### config.mk
export PLATFORM = sky130hd
export DESIGN_NAME = flash_update_seq
export DESIGN_NICKNAME = d
export VERILOG_FILES = /design/src/rtl/fus_pkg.sv /design/src/rtl/fus_bytegen.sv /design/src/rtl/fus_txn.sv /design/src/rtl/flash_update_seq.sv
export SDC_FILE = /design/constraint.sdc
export NUM_CORES = 1
export LEC_CHECK = 0
export ABC_CLOCK_PERIOD_IN_PS = 11570
export BUFFER_PORTS_ARGS = -buffer_cell sky130_fd_sc_hd__buf_4
export CAP_MARGIN = 20
export CORE_MARGIN = 2
export CORE_UTILIZATION = 30
export CTS_CLUSTER_SIZE = 28
export DETAILED_ROUTE_END_ITERATION = 6
export SLEW_MARGIN = 30
export SYNTH_ARGS = -nofsm -noshare
export SYNTH_HDL_FRONTEND = slang
export SYNTH_SLANG_ARGS = --single-unit
### constraint.sdc
create_clock -name clk -period 11.57 [get_ports clk]
set_input_delay 1.157 -clock clk [delete_from_list [all_inputs] [get_ports clk]]
set_output_delay 1.157 -clock clk [all_outputs]
set_load 0.1 [all_outputs]
### src/rtl/fus_pkg.sv
package fus_pkg;

  localparam logic [7:0] CMD_WREN  = 8'h06;
  localparam logic [7:0] CMD_ERASE = 8'hD8;
  localparam logic [7:0] CMD_PROG  = 8'h02;
  localparam logic [7:0] CMD_READ  = 8'h03;
  localparam logic [7:0] CMD_STAT  = 8'h05;
  localparam logic [7:0] FILLER    = 8'h00;
  localparam int         HDR_BYTES = 4;

  typedef enum logic [1:0] {
    OP_ERASE = 2'd0,
    OP_PROG  = 2'd1,
    OP_READ  = 2'd2,
    OP_NONE  = 2'd3
  } op_e;

  typedef enum logic [1:0] {
    PH_IDLE = 2'd0,
    PH_WREN = 2'd1,
    PH_MAIN = 2'd2,
    PH_POLL = 2'd3
  } phase_e;

  // payload bytes in the next burst: limited by remaining count, FIFO room, page room
  function automatic int unsigned burst_len(input logic [23:0] addr,
                                            input int unsigned remain,
                                            input int unsigned depth,
                                            input int unsigned page);
    int unsigned a, room_page, room_fifo, n;
    a         = {8'd0, addr};
    room_page = page - (a % page);
    room_fifo = depth - HDR_BYTES;
    n         = remain;
    if (room_fifo < n) n = room_fifo;
    if (room_page < n) n = room_page;
    return n;
  endfunction

  function automatic logic is_rejected(input op_e op, input logic [23:0] addr,
                                       input logic [23:0] base);
    return (op == OP_NONE) || ((op != OP_READ) && (addr < base));
  endfunction

  function automatic logic [7:0] opcode_of(input op_e op);
    case (op)
      OP_ERASE: return CMD_ERASE;
      OP_PROG:  return CMD_PROG;
      default:  return CMD_READ;
    endcase
  endfunction

  // header position 1..3 carries the address, most significant byte first
  function automatic logic [7:0] addr_byte(input logic [23:0] addr, input int unsigned pos);
    case (pos)
      1:       return addr[23:16];
      2:       return addr[15:8];
      default: return addr[7:0];
    endcase
  endfunction

endpackage

### src/rtl/fus_bytegen.sv
module fus_bytegen
  import fus_pkg::*;
#(
  parameter int CW = 5
) (
  input  phase_e          phase,
  input  op_e             op,
  input  logic            loading,
  input  logic [CW-1:0]   idx,
  input  logic [23:0]     addr,
  input  logic            wr_valid,
  input  logic [7:0]      wr_data,
  output logic [7:0]      tx_byte,
  output logic            byte_ok,
  output logic            wr_take
);

  logic in_header;
  assign in_header = (idx < CW'(HDR_BYTES));

  always_comb begin
    tx_byte = FILLER;
    byte_ok = loading;
    wr_take = 1'b0;
    case (phase)
      PH_WREN: tx_byte = CMD_WREN;
      PH_POLL: tx_byte = (idx == '0) ? CMD_STAT : FILLER;
      PH_MAIN: begin
        if (idx == '0) begin
          tx_byte = opcode_of(op);
        end else if (in_header) begin
          tx_byte = addr_byte(addr, 32'(idx));
        end else if (op == OP_PROG) begin
          tx_byte = wr_data;
          byte_ok = loading && wr_valid;
          wr_take = loading && wr_valid;
        end
      end
      default: ;
    endcase
  end

endmodule

### src/rtl/fus_txn.sv
module fus_txn #(
  parameter int CW = 5
) (
  input  logic          clk,
  input  logic          rst_n,
  input  logic          start,
  input  logic [CW-1:0] n_tx,
  input  logic [CW-1:0] n_rx,
  input  logic          byte_ok,
  input  logic [7:0]    byte_in,
  input  logic          spi_idle,
  output logic          loading,
  output logic [CW-1:0] tx_idx,
  output logic [CW-1:0] rx_idx,
  output logic          rx_fire,
  output logic          done,
  output logic          spi_flush,
  output logic          spi_tx_valid,
  output logic [7:0]    spi_tx_byte,
  output logic          spi_cs_n,
  output logic          spi_run,
  output logic          spi_rx_pop
);

  typedef enum logic [2:0] {
    E_IDLE, E_FLUSH, E_LOAD, E_SEL, E_RUN, E_DESEL, E_HALT, E_DRAIN
  } est_e;

  est_e es;

  logic tx_last, rx_last, drain_skip;
  assign loading    = (es == E_LOAD);
  assign tx_last    = loading && byte_ok && (tx_idx == n_tx - 1'b1);
  assign rx_fire    = (es == E_DRAIN);
  assign rx_last    = rx_fire && (rx_idx == n_rx - 1'b1);
  assign drain_skip = (es == E_HALT) && (n_rx == '0);
  assign done       = drain_skip || rx_last;

  assign spi_flush    = (es == E_FLUSH);
  assign spi_tx_valid = loading && byte_ok;
  assign spi_tx_byte  = byte_in;
  assign spi_cs_n     = !((es == E_SEL) || (es == E_RUN));
  assign spi_run      = (es == E_RUN) || (es == E_DESEL);
  assign spi_rx_pop   = rx_fire;

  always_ff @(posedge clk) begin
    if (!rst_n) begin
      es     <= E_IDLE;
      tx_idx <= '0;
      rx_idx <= '0;
    end else begin
      case (es)
        E_IDLE:  if (start) es <= E_FLUSH;
        E_FLUSH: begin
          tx_idx <= '0;
          es     <= E_LOAD;
        end
        E_LOAD: if (byte_ok) begin
          if (tx_last) es <= E_SEL;
          else         tx_idx <= tx_idx + 1'b1;
        end
        E_SEL:   es <= E_RUN;
        E_RUN:   if (spi_idle) es <= E_DESEL;
        E_DESEL: es <= E_HALT;
        E_HALT: begin
          rx_idx <= '0;
          es     <= (n_rx == '0) ? E_IDLE : E_DRAIN;
        end
        E_DRAIN: begin
          if (rx_last) es <= E_IDLE;
          else         rx_idx <= rx_idx + 1'b1;
        end
        default: es <= E_IDLE;
      endcase
    end
  end

  AST_LOAD_DESELECTED: assert property (@(posedge clk) disable iff (!rst_n)
    spi_tx_valid |-> (spi_cs_n && !spi_run));
  AST_SELECT_THEN_CLOCK: assert property (@(posedge clk) disable iff (!rst_n)
    $rose(spi_run) |-> (!spi_cs_n && $past(!spi_cs_n)));
  AST_RELEASE_WHILE_CLOCKED: assert property (@(posedge clk) disable iff (!rst_n)
    $rose(spi_cs_n) |-> spi_run);
  AST_STOP_AFTER_RELEASE: assert property (@(posedge clk) disable iff (!rst_n)
    $fell(spi_run) |-> spi_cs_n);
  AST_DRAIN_OFFLINE: assert property (@(posedge clk) disable iff (!rst_n)
    spi_rx_pop |-> (spi_cs_n && !spi_run));

endmodule

### src/rtl/flash_update_seq.sv
module flash_update_seq
  import fus_pkg::*;
#(
  parameter int          FIFO_DEPTH  = 16,
  parameter int          PAGE_BYTES  = 256,
  parameter int          LEN_W       = 12,
  parameter logic [23:0] UPDATE_BASE = 24'hF50000
) (
  input  logic             clk,
  input  logic             rst_n,
  input  logic             req_valid,
  output logic             req_ready,
  input  logic [1:0]       req_op,
  input  logic [23:0]      req_addr,
  input  logic [LEN_W-1:0] req_len,
  input  logic             wr_valid,
  output logic             wr_ready,
  input  logic [7:0]       wr_data,
  output logic             rd_valid,
  output logic [7:0]       rd_data,
  output logic             busy,
  output logic             done,
  output logic             err,
  output logic             spi_flush,
  output logic             spi_tx_valid,
  output logic [7:0]       spi_tx_byte,
  output logic             spi_cs_n,
  output logic             spi_run,
  input  logic             spi_idle,
  output logic             spi_rx_pop,
  input  logic [7:0]       spi_rx_byte
);

  localparam int CW         = $clog2(FIFO_DEPTH + 1);
  localparam int PAGE_SHIFT = $clog2(PAGE_BYTES);

  phase_e           st;
  op_e              op;
  logic [23:0]      cur_addr;
  logic [LEN_W-1:0] remain;
  logic [CW-1:0]    chunk;
  logic             kick;
  logic             wren_ok;

  logic [CW-1:0] n_tx, n_rx, tx_idx, rx_idx;
  logic          loading, byte_ok, rx_fire, eng_done;
  logic [7:0]    tx_byte;

  // named internal events
  logic             req_take, req_bad, req_empty;
  op_e              req_kind;
  logic             main_start, main_end, wren_end, poll_end, poll_wip;
  logic [23:0]      nx_addr;
  logic [LEN_W-1:0] nx_remain;
  logic [23:0]      burst_last;

  assign req_kind   = op_e'(req_op);
  assign req_take   = (st == PH_IDLE) && req_valid;
  assign req_bad    = is_rejected(req_kind, req_addr, UPDATE_BASE);
  assign req_empty  = (req_kind != OP_ERASE) && (req_len == '0);
  assign main_start = (st == PH_MAIN) && kick;
  assign main_end   = (st == PH_MAIN) && eng_done;
  assign wren_end   = (st == PH_WREN) && eng_done;
  assign poll_end   = (st == PH_POLL) && eng_done;
  assign poll_wip   = spi_rx_byte[0];
  assign nx_addr    = cur_addr + 24'(chunk);
  assign nx_remain  = remain - LEN_W'(chunk);
  assign burst_last = cur_addr + 24'(chunk) - 24'd1;

  always_comb begin
    n_tx = CW'(1);
    n_rx = '0;
    case (st)
      PH_POLL: begin
        n_tx = CW'(2);
        n_rx = CW'(2);
      end
      PH_MAIN: begin
        n_tx = (op == OP_ERASE) ? CW'(HDR_BYTES) : CW'(HDR_BYTES) + chunk;
        n_rx = (op == OP_READ) ? CW'(HDR_BYTES) + chunk : '0;
      end
      default: ;
    endcase
  end

  assign req_ready = (st == PH_IDLE);
  assign busy      = (st != PH_IDLE);
  assign rd_valid  = (st == PH_MAIN) && (op == OP_READ) && rx_fire &&
                     (rx_idx >= CW'(HDR_BYTES));
  assign rd_data   = spi_rx_byte;

  always_ff @(posedge clk) begin
    if (!rst_n) begin
      st       <= PH_IDLE;
      op       <= OP_NONE;
      cur_addr <= '0;
      remain   <= '0;
      chunk    <= '0;
      kick     <= 1'b0;
      wren_ok  <= 1'b0;
      done     <= 1'b0;
      err      <= 1'b0;
    end else begin
      kick <= 1'b0;
      done <= 1'b0;
      err  <= 1'b0;
      if (wren_end) wren_ok <= 1'b1;
      if (main_end) wren_ok <= 1'b0;
      case (st)
        PH_IDLE: if (req_take) begin
          if (req_bad) begin
            err <= 1'b1;
          end else if (req_empty) begin
            done <= 1'b1;
          end else begin
            op       <= req_kind;
            cur_addr <= req_addr;
            remain   <= req_len;
            chunk    <= (req_kind == OP_ERASE) ? '0 :
                        CW'(burst_len(req_addr, 32'(req_len), FIFO_DEPTH, PAGE_BYTES));
            st       <= (req_kind == OP_READ) ? PH_MAIN : PH_WREN;
            kick     <= 1'b1;
          end
        end
        PH_WREN: if (eng_done) begin
          st   <= PH_MAIN;
          kick <= 1'b1;
        end
        PH_MAIN: if (eng_done) begin
          if (op == OP_READ) begin
            if (nx_remain == '0) begin
              st   <= PH_IDLE;
              done <= 1'b1;
            end else begin
              cur_addr <= nx_addr;
              remain   <= nx_remain;
              chunk    <= CW'(burst_len(nx_addr, 32'(nx_remain), FIFO_DEPTH, PAGE_BYTES));
              kick     <= 1'b1;
            end
          end else begin
            if (op == OP_PROG) begin
              cur_addr <= nx_addr;
              remain   <= nx_remain;
            end
            st   <= PH_POLL;
            kick <= 1'b1;
          end
        end
        PH_POLL: if (eng_done) begin
          if (poll_wip) begin
            kick <= 1'b1;
          end else if ((op == OP_PROG) && (remain != '0)) begin
            chunk <= CW'(burst_len(cur_addr, 32'(remain), FIFO_DEPTH, PAGE_BYTES));
            st    <= PH_WREN;
            kick  <= 1'b1;
          end else begin
            st   <= PH_IDLE;
            done <= 1'b1;
          end
        end
        default: st <= PH_IDLE;
      endcase
    end
  end

  fus_bytegen #(.CW(CW)) u_bytegen (
    .phase    (st),
    .op       (op),
    .loading  (loading),
    .idx      (tx_idx),
    .addr     (cur_addr),
    .wr_valid (wr_valid),
    .wr_data  (wr_data),
    .tx_byte  (tx_byte),
    .byte_ok  (byte_ok),
    .wr_take  (wr_ready)
  );

  fus_txn #(.CW(CW)) u_txn (
    .clk          (clk),
    .rst_n        (rst_n),
    .start        (kick),
    .n_tx         (n_tx),
    .n_rx         (n_rx),
    .byte_ok      (byte_ok),
    .byte_in      (tx_byte),
    .spi_idle     (spi_idle),
    .loading      (loading),
    .tx_idx       (tx_idx),
    .rx_idx       (rx_idx),
    .rx_fire      (rx_fire),
    .done         (eng_done),
    .spi_flush    (spi_flush),
    .spi_tx_valid (spi_tx_valid),
    .spi_tx_byte  (spi_tx_byte),
    .spi_cs_n     (spi_cs_n),
    .spi_run      (spi_run),
    .spi_rx_pop   (spi_rx_pop)
  );

  AST_WREN_BEFORE_MODIFY: assert property (@(posedge clk) disable iff (!rst_n)
    (main_start && (op != OP_READ)) |-> wren_ok);
  AST_MODIFY_ABOVE_BASE: assert property (@(posedge clk) disable iff (!rst_n)
    (main_start && (op != OP_READ)) |-> (cur_addr >= UPDATE_BASE));
  AST_REJECT_QUIET: assert property (@(posedge clk) disable iff (!rst_n)
    err |-> (!busy && spi_cs_n && !done));
  AST_BURST_FITS: assert property (@(posedge clk) disable iff (!rst_n)
    main_start |-> (n_tx <= CW'(FIFO_DEPTH)));
  AST_PAGE_KEPT: assert property (@(posedge clk) disable iff (!rst_n)
    (main_start && (op == OP_PROG)) |->
      ((cur_addr >> PAGE_SHIFT) == (burst_last >> PAGE_SHIFT)));
  AST_POLL_UNTIL_CLEAR: assert property (@(posedge clk) disable iff (!rst_n)
    (poll_end && poll_wip) |=> (st == PH_POLL));
  AST_DONE_SINGLE: assert property (@(posedge clk) disable iff (!rst_n)
    done |=> !done);

endmodule

Word level (Yosys, flattened, before mapping)
Index checks and enable logic that the tools add are counted.
{ "word_totals": {"register_bits": 61, "inputBits": 59, "out_inout_bits": 27} }
{ "op_classes": {"n_addsub": 10, "order_cmp": 9, "n_eq_ne": 39, "muxes": 113, "bitwise_logic": 2, "reduce_logical": 40} }
{ "op_table": {"columns": ["op", "n"], "rows": [
  ["$mux W32", 15],
  ["$mux W24", 7],
  ["$mux W12", 10],
  ["$lt A32 B32 Y1", 3],
  ["$mux W5", 18],
  ["$pmux W24 S2", 1],
  ["$pmux W5 S2", 4],
  ["$lt A4 B12 Y1 const A", 3],
  ["$pmux W8 S2", 2],
  ["$sub A9 B8 Y10 const A", 3],
  ["$mux W1", 29],
  ["$add A24 B5 Y24", 1],
  ["$logic_not A12 Y1", 2],
  ["$lt A24 B24 Y1 const B", 1],
  ["$mux W8", 3],
  ["$ne A2 B2 Y1 const B", 12],
  ["$pmux W12 S2", 1],
  ["$pmux W3 S8", 1],
  ["$pmux W8 S3", 1],
  ["$mux W3", 7],
  ["$mux W2", 10],
  ["$pmux W5 S3", 1],
  ["$eq A3 B3 Y1 const B", 4],
  ["$logic_and A1 B1 Y1", 12],
  ["other kinds (36)", 62]
]} }

Depth between registers and ports, before layout
{ "depth": {"depth_word": 16, "depth_mapped": 18, "depth_no_buf": 18} }

By module
From an unflattened synthesis, not the netlist that was laid out.
{ "hier_totals": {"hier_cells": 837, "area_unflattened_um2": 6229.7} }
{ "modules_own_cells": {"columns": ["module", "instances", "cells_each", "area_per_inst_um2", "seq_area_each_um2"], "rows": [
  ["flash_update_seq", 1, 631, 4647.0, 960.9],
  ["fus_txn", 1, 137, 1149.9, 260.2],
  ["fus_bytegen", 1, 69, 432.9, 0.0]
]} }

Worst setup path after synthesis
Ideal clock, no wire load.
{ "synth_path": {"kind": "register to output", "from": "reg u_txn.tx_idx[0]", "to": "out spi_tx_byte[0]", "arrival_ns": 5.963, "t_required_ns": 10.413, "path_slack_ns": 4.450, "path_stages_with_launch": 7, "n_path_buf": 1, "path_cell_list": "dfxtp_1 > inv_1 > ha_1 > clkbuf_1 > nor2_1 > a211oi_1 > a2111oi_0"} }
{ "synth_between": {"elab_chain_len": 5, "word_cells_on_any_way": 9, "cone_classes": "order compare: 1; eq/ne: 2; mux: 5; reduce/logical: 1"} }
{ "synth_lines": {"columns": ["item", "line_no", "rtl"], "rows": [
  ["start, declared", "fus_txn.sv:13", "output logic [CW-1:0] tx_idx,"],
  ["start signal, assigned", "fus_txn.sv:60", "else tx_idx <= tx_idx + 1'b1;"],
  ["branches (longest 4 deep; another with $lt A5 B3 Y1)", null, null],
  ["$pmux W8 S3 (*)", "fus_bytegen.sv:25", "case (phase)"],
  ["end, declared", "flash_update_seq.sv:26", "output logic [7:0] spi_tx_byte,"]
]} }
Every way passes the cells marked *.

Final worst setup path
{ "layout_path": {"from": "reg chunk[0]", "to": "reg chunk[1]"} }
{ "layout_between": {"elab_chain_len": 14, "word_cells_on_any_way": 30, "cone_classes": "add/sub: 5; order compare: 2; eq/ne: 4; mux: 13; reduce/logical: 6"} }
{ "layout_lines": {"columns": ["item", "line_no", "rtl"], "rows": [
  ["start, declared", "flash_update_seq.sv:41", "logic [CW-1:0] chunk;"],
  ["start signal, assigned", "flash_update_seq.sv:119", "chunk <= (req_kind == OP_ERASE) ? '0 :"],
  ["start signal, assigned", "flash_update_seq.sv:137", "chunk <= CW'(burst_len(nx_addr, 32'(nx_remain), FIFO_DEPTH, PAGE_BYTES));"],
  ["start signal, assigned", "flash_update_seq.sv:153", "chunk <= CW'(burst_len(cur_addr, 32'(remain), FIFO_DEPTH, PAGE_BYTES));"],
  ["$sub A12 B5 Y12", "flash_update_seq.sv:67", "assign nx_remain = remain - LEN_W'(chunk);"],
  ["$lt A4 B12 Y1", "fus_pkg.sv:35", "if (room_fifo < n) n = room_fifo;"],
  ["$mux W12", "fus_pkg.sv:35", null],
  ["$mux W32", "flash_update_seq.sv:131", "if (nx_remain == '0) begin"],
  ["$mux W32", "flash_update_seq.sv:130", "if (op == OP_READ) begin"],
  ["$mux W32", "flash_update_seq.sv:129", "PH_MAIN: if (eng_done) begin"],
  ["$mux W32", "flash_update_seq.sv:109", "case (st)"],
  ["$mux W32", "flash_update_seq.sv:93", "if (!rst_n) begin"],
  ["$lt A32 B32 Y1", "fus_pkg.sv:36", "if (room_page < n) n = room_page;"],
  ["$mux W5", "fus_pkg.sv:36", null],
  ["$mux W5", "flash_update_seq.sv:131", null],
  ["$mux W5", "flash_update_seq.sv:130", null],
  ["$mux W5", "flash_update_seq.sv:129", null],
  ["$pmux W5 S3", "flash_update_seq.sv:109", null]
]} }
Several ways; a longest one is shown, not always the timed one. The select of a mux whose other input is x is not followed.
A chain may end at the register's enable or synchronous reset.

==> run metrics <==
outcome finished, final reports clean; Max Root-Sink Buffers 2; fin crit share 42.1%; FFs w/ async S/R, synth 0%; RSZ-0062 raised after global routing false; RePlAce Congestion 0.950; clock root buffer clkbuf_16; EDFF count, synth 0; CP Buf/Inv Count 0; count leader, synth nand2_1; Power, Total 870 uW; Post-Synth Adder-Cell Area 9.61%; Post-synth top cells 98 x nand2_1, 78 x nor2_1, 66 x a21oi_1; Final ANT Viol Nets 0; vias in the first global route 6381; Yosys top cell area share 19.1%; First DRT Iteration DRCs 585; via count 6850; Pwr Density 117 nW/um^2; initial antenna violation count 0; CTS tree built; Compound-Gate Fraction of Synth Area 29.7%; CTS Hold Bufs 0; Syn Inst Count 869; Residual DRC 0; post-synth top area cell dfxtp_1; Initial Utilization 30.5%; largest net degree at the start of global routing 51; Yosys warnings 0; CP Cell Sequence ha_1, fa_1, nand2b_1, a21oi_2, nor2b_1, o311ai_4, or2_2, a211o_1, ha_1, nand3_1, a21oi_1, or3_1, or3_1, o21a_1, nand2_1, mux2_2, a31oi_1; largest family of logic cells by synthesized area compound AO/OA/AOI/OAI gates; Finished Core Util 35.3%; Die ar. 22500 um^2; Post-Synth XOR/XNOR Area 5.88%; Worst Clk Skew 11.3 ps; Post-Syn Area 6410 um^2; global-route wire length before repair 35000 um; Max VDD drop 0.0587 mV; standard-cell row count 53; DR WL/cell 18.6 um; number of diodes 0; Synth area leaders dfxtp_1 19%, ha_1 9.0%, nand2_1 5.7%, a21oi_1 5.2%, nor2_1 4.6%; GRT overflow 0; Worst Tran Pin Value 927 ps; clock-pin slew on the worst setup and hold paths 60 ps; PortBufs 71; Avg Synthesized Cell Area 7.37 um^2; Filler Cells Inserted 2218; vias per cell 5.75; critical path arrival 5150 ps; Max-slew headroom 37.5%; iteration count of the initial detailed-routing pass 5; DP HPWL 16600 um; Post-Synth Simple-Gate Area 27.5%; Die H 150 um; final max-slew violation count 0; final setup fails 0; Max Cap Violations 0; Worst setup EP type flop; CTS Buf Count 9; fmax 205 MHz; setup TNS 0 ps; Synth Register Bits 61; sequential fraction of the synthesis area 19.1%; Clock Sinks 61; WHS 508 ps; worst min path class flop to flop; I/O pin count 86; Layout Nets 1019; htree depth 3; CP Class flop to flop; Post-synth top flop dfxtp_1; Worst setup SP type flop; Seq. cell area 1220 um^2; critical path's top delay family simple AND/OR/NAND/NOR gates; post-synthesis mux area share 1.78%; layout cells sized above 1 15.0%; Largest stage delay, worst path 460 ps; Total GRT Usage 19.8%; final hold violation count 0; CP max FO 9; cts repair resizes 0; Post-DP Area 7110 um^2; fin crit period 4870 ps; Area Overhead vs Synth 15.9%; Setup Buffers After CTS 0; worst-skew pair later-pin latency 350 ps; P_leak 0.00286 uW; Routed WL 22200 um; worst endpoint required time 11850 ps; unique cell type count in the Yosys netlist 88; CP max-delay cell dfxtp_1; core area 21000 um^2; multi-input logic area 4850 um^2; Die Wd 150 um; final non-filler cell area 7420 um^2
==> worst min-delay path: stages, from the launching register on <==
cell	delay [ps]
dfxtp_1	330
nand2_1	60
o22ai_1	60
==> power by group <==
part	internal [uW]	total, uW	leakage (uW)	switching, uW
combinational	128	348	0.00223	219
sequential	220	241	0.000495	20.7
clock	167	282	0.000138	114
==> registers in the layout, indices dropped and copies added, names as in the netlist <==
signal,flops
err,1
remain,12
done,1
u_txn.rx_idx,5
kick,1
op,2
u_txn.tx_idx,5
cur_addr,24
st,2
chunk,5
u_txn.es,3
==> cell type report <==
type,instances,area share (%)
flip-flops and latches,61,16.4
clock inverters,7,1.01
inverters,34,1.72
well taps,275,4.63
repair buffers,78,7.89
multi-input cells,728,65.3
clock buffers,9,3.03
==> layout by cell type, fill, tap and decap left out, types with 9 or more instances in the layout <==
master and instances:
ha_1 46, a31oi_1 29, nand3_1 18, conb_1 15, buf_4 78, xor2_1 18
inv_1 33, a21oi_1 66, o22ai_1 15, nand2b_1 9, or3_1 10, dfxtp_1 61
a211oi_1 12, nor2b_1 12, nor2_1 78, nor3_1 35, nor4_1 16, nand2_1 98
clkbuf_16 9, a22oi_1 10, o21ai_0 31, xnor2_1 25, nand4_1 15
==> per-layer routing <==
metal  global-route usage (%)  wire length, um  up-vias
li1                         -                -     3336
met5                        0                0        -
met1                     27.9            10200     3219
met3                     4.39             1750       36
met2                     30.2             9740      259
met4                     5.80              445        0
==> kinds of logic (layout without fill, tap and decap cells) <==
| logic type | Yosys count | in the layout |
|---|---|---|
| buffers and inverters | 94 | 128 |
| and+or+nand+nor | 345 | 345 |
| DFF | 61 | 61 |
| AOI/OAI and AO/OA | 266 | 266 |
| other | 1 | 15 |
| xor gates and xnor gates | 43 | 43 |
| adders and majority gates | 48 | 48 |
| muxes | 11 | 11 |
==> final timing paths <==
| kind | start | cells past startpoint | slack (ps) | end |
|---|---|---|---|---|
| worst min register to register | cur_addr[22] | 2 | 510 | cur_addr[22] |
| worst min-delay path | cur_addr[22] | 2 | 510 | cur_addr[22] |
| worst max register to register | chunk[0] | 17 | 6700 | chunk[1] |
| worst max-delay path | chunk[0] | 17 | 6700 | chunk[1] |
==> stage by stage <==
stage	cells	worst slack, ps
floorplan	883	4450
global placement	1176	6890
detailed placement	1176	6800
CTS	1192	6770
global route	1192	6500
finish	1192	6700
(Power assumes the default switching activity.)
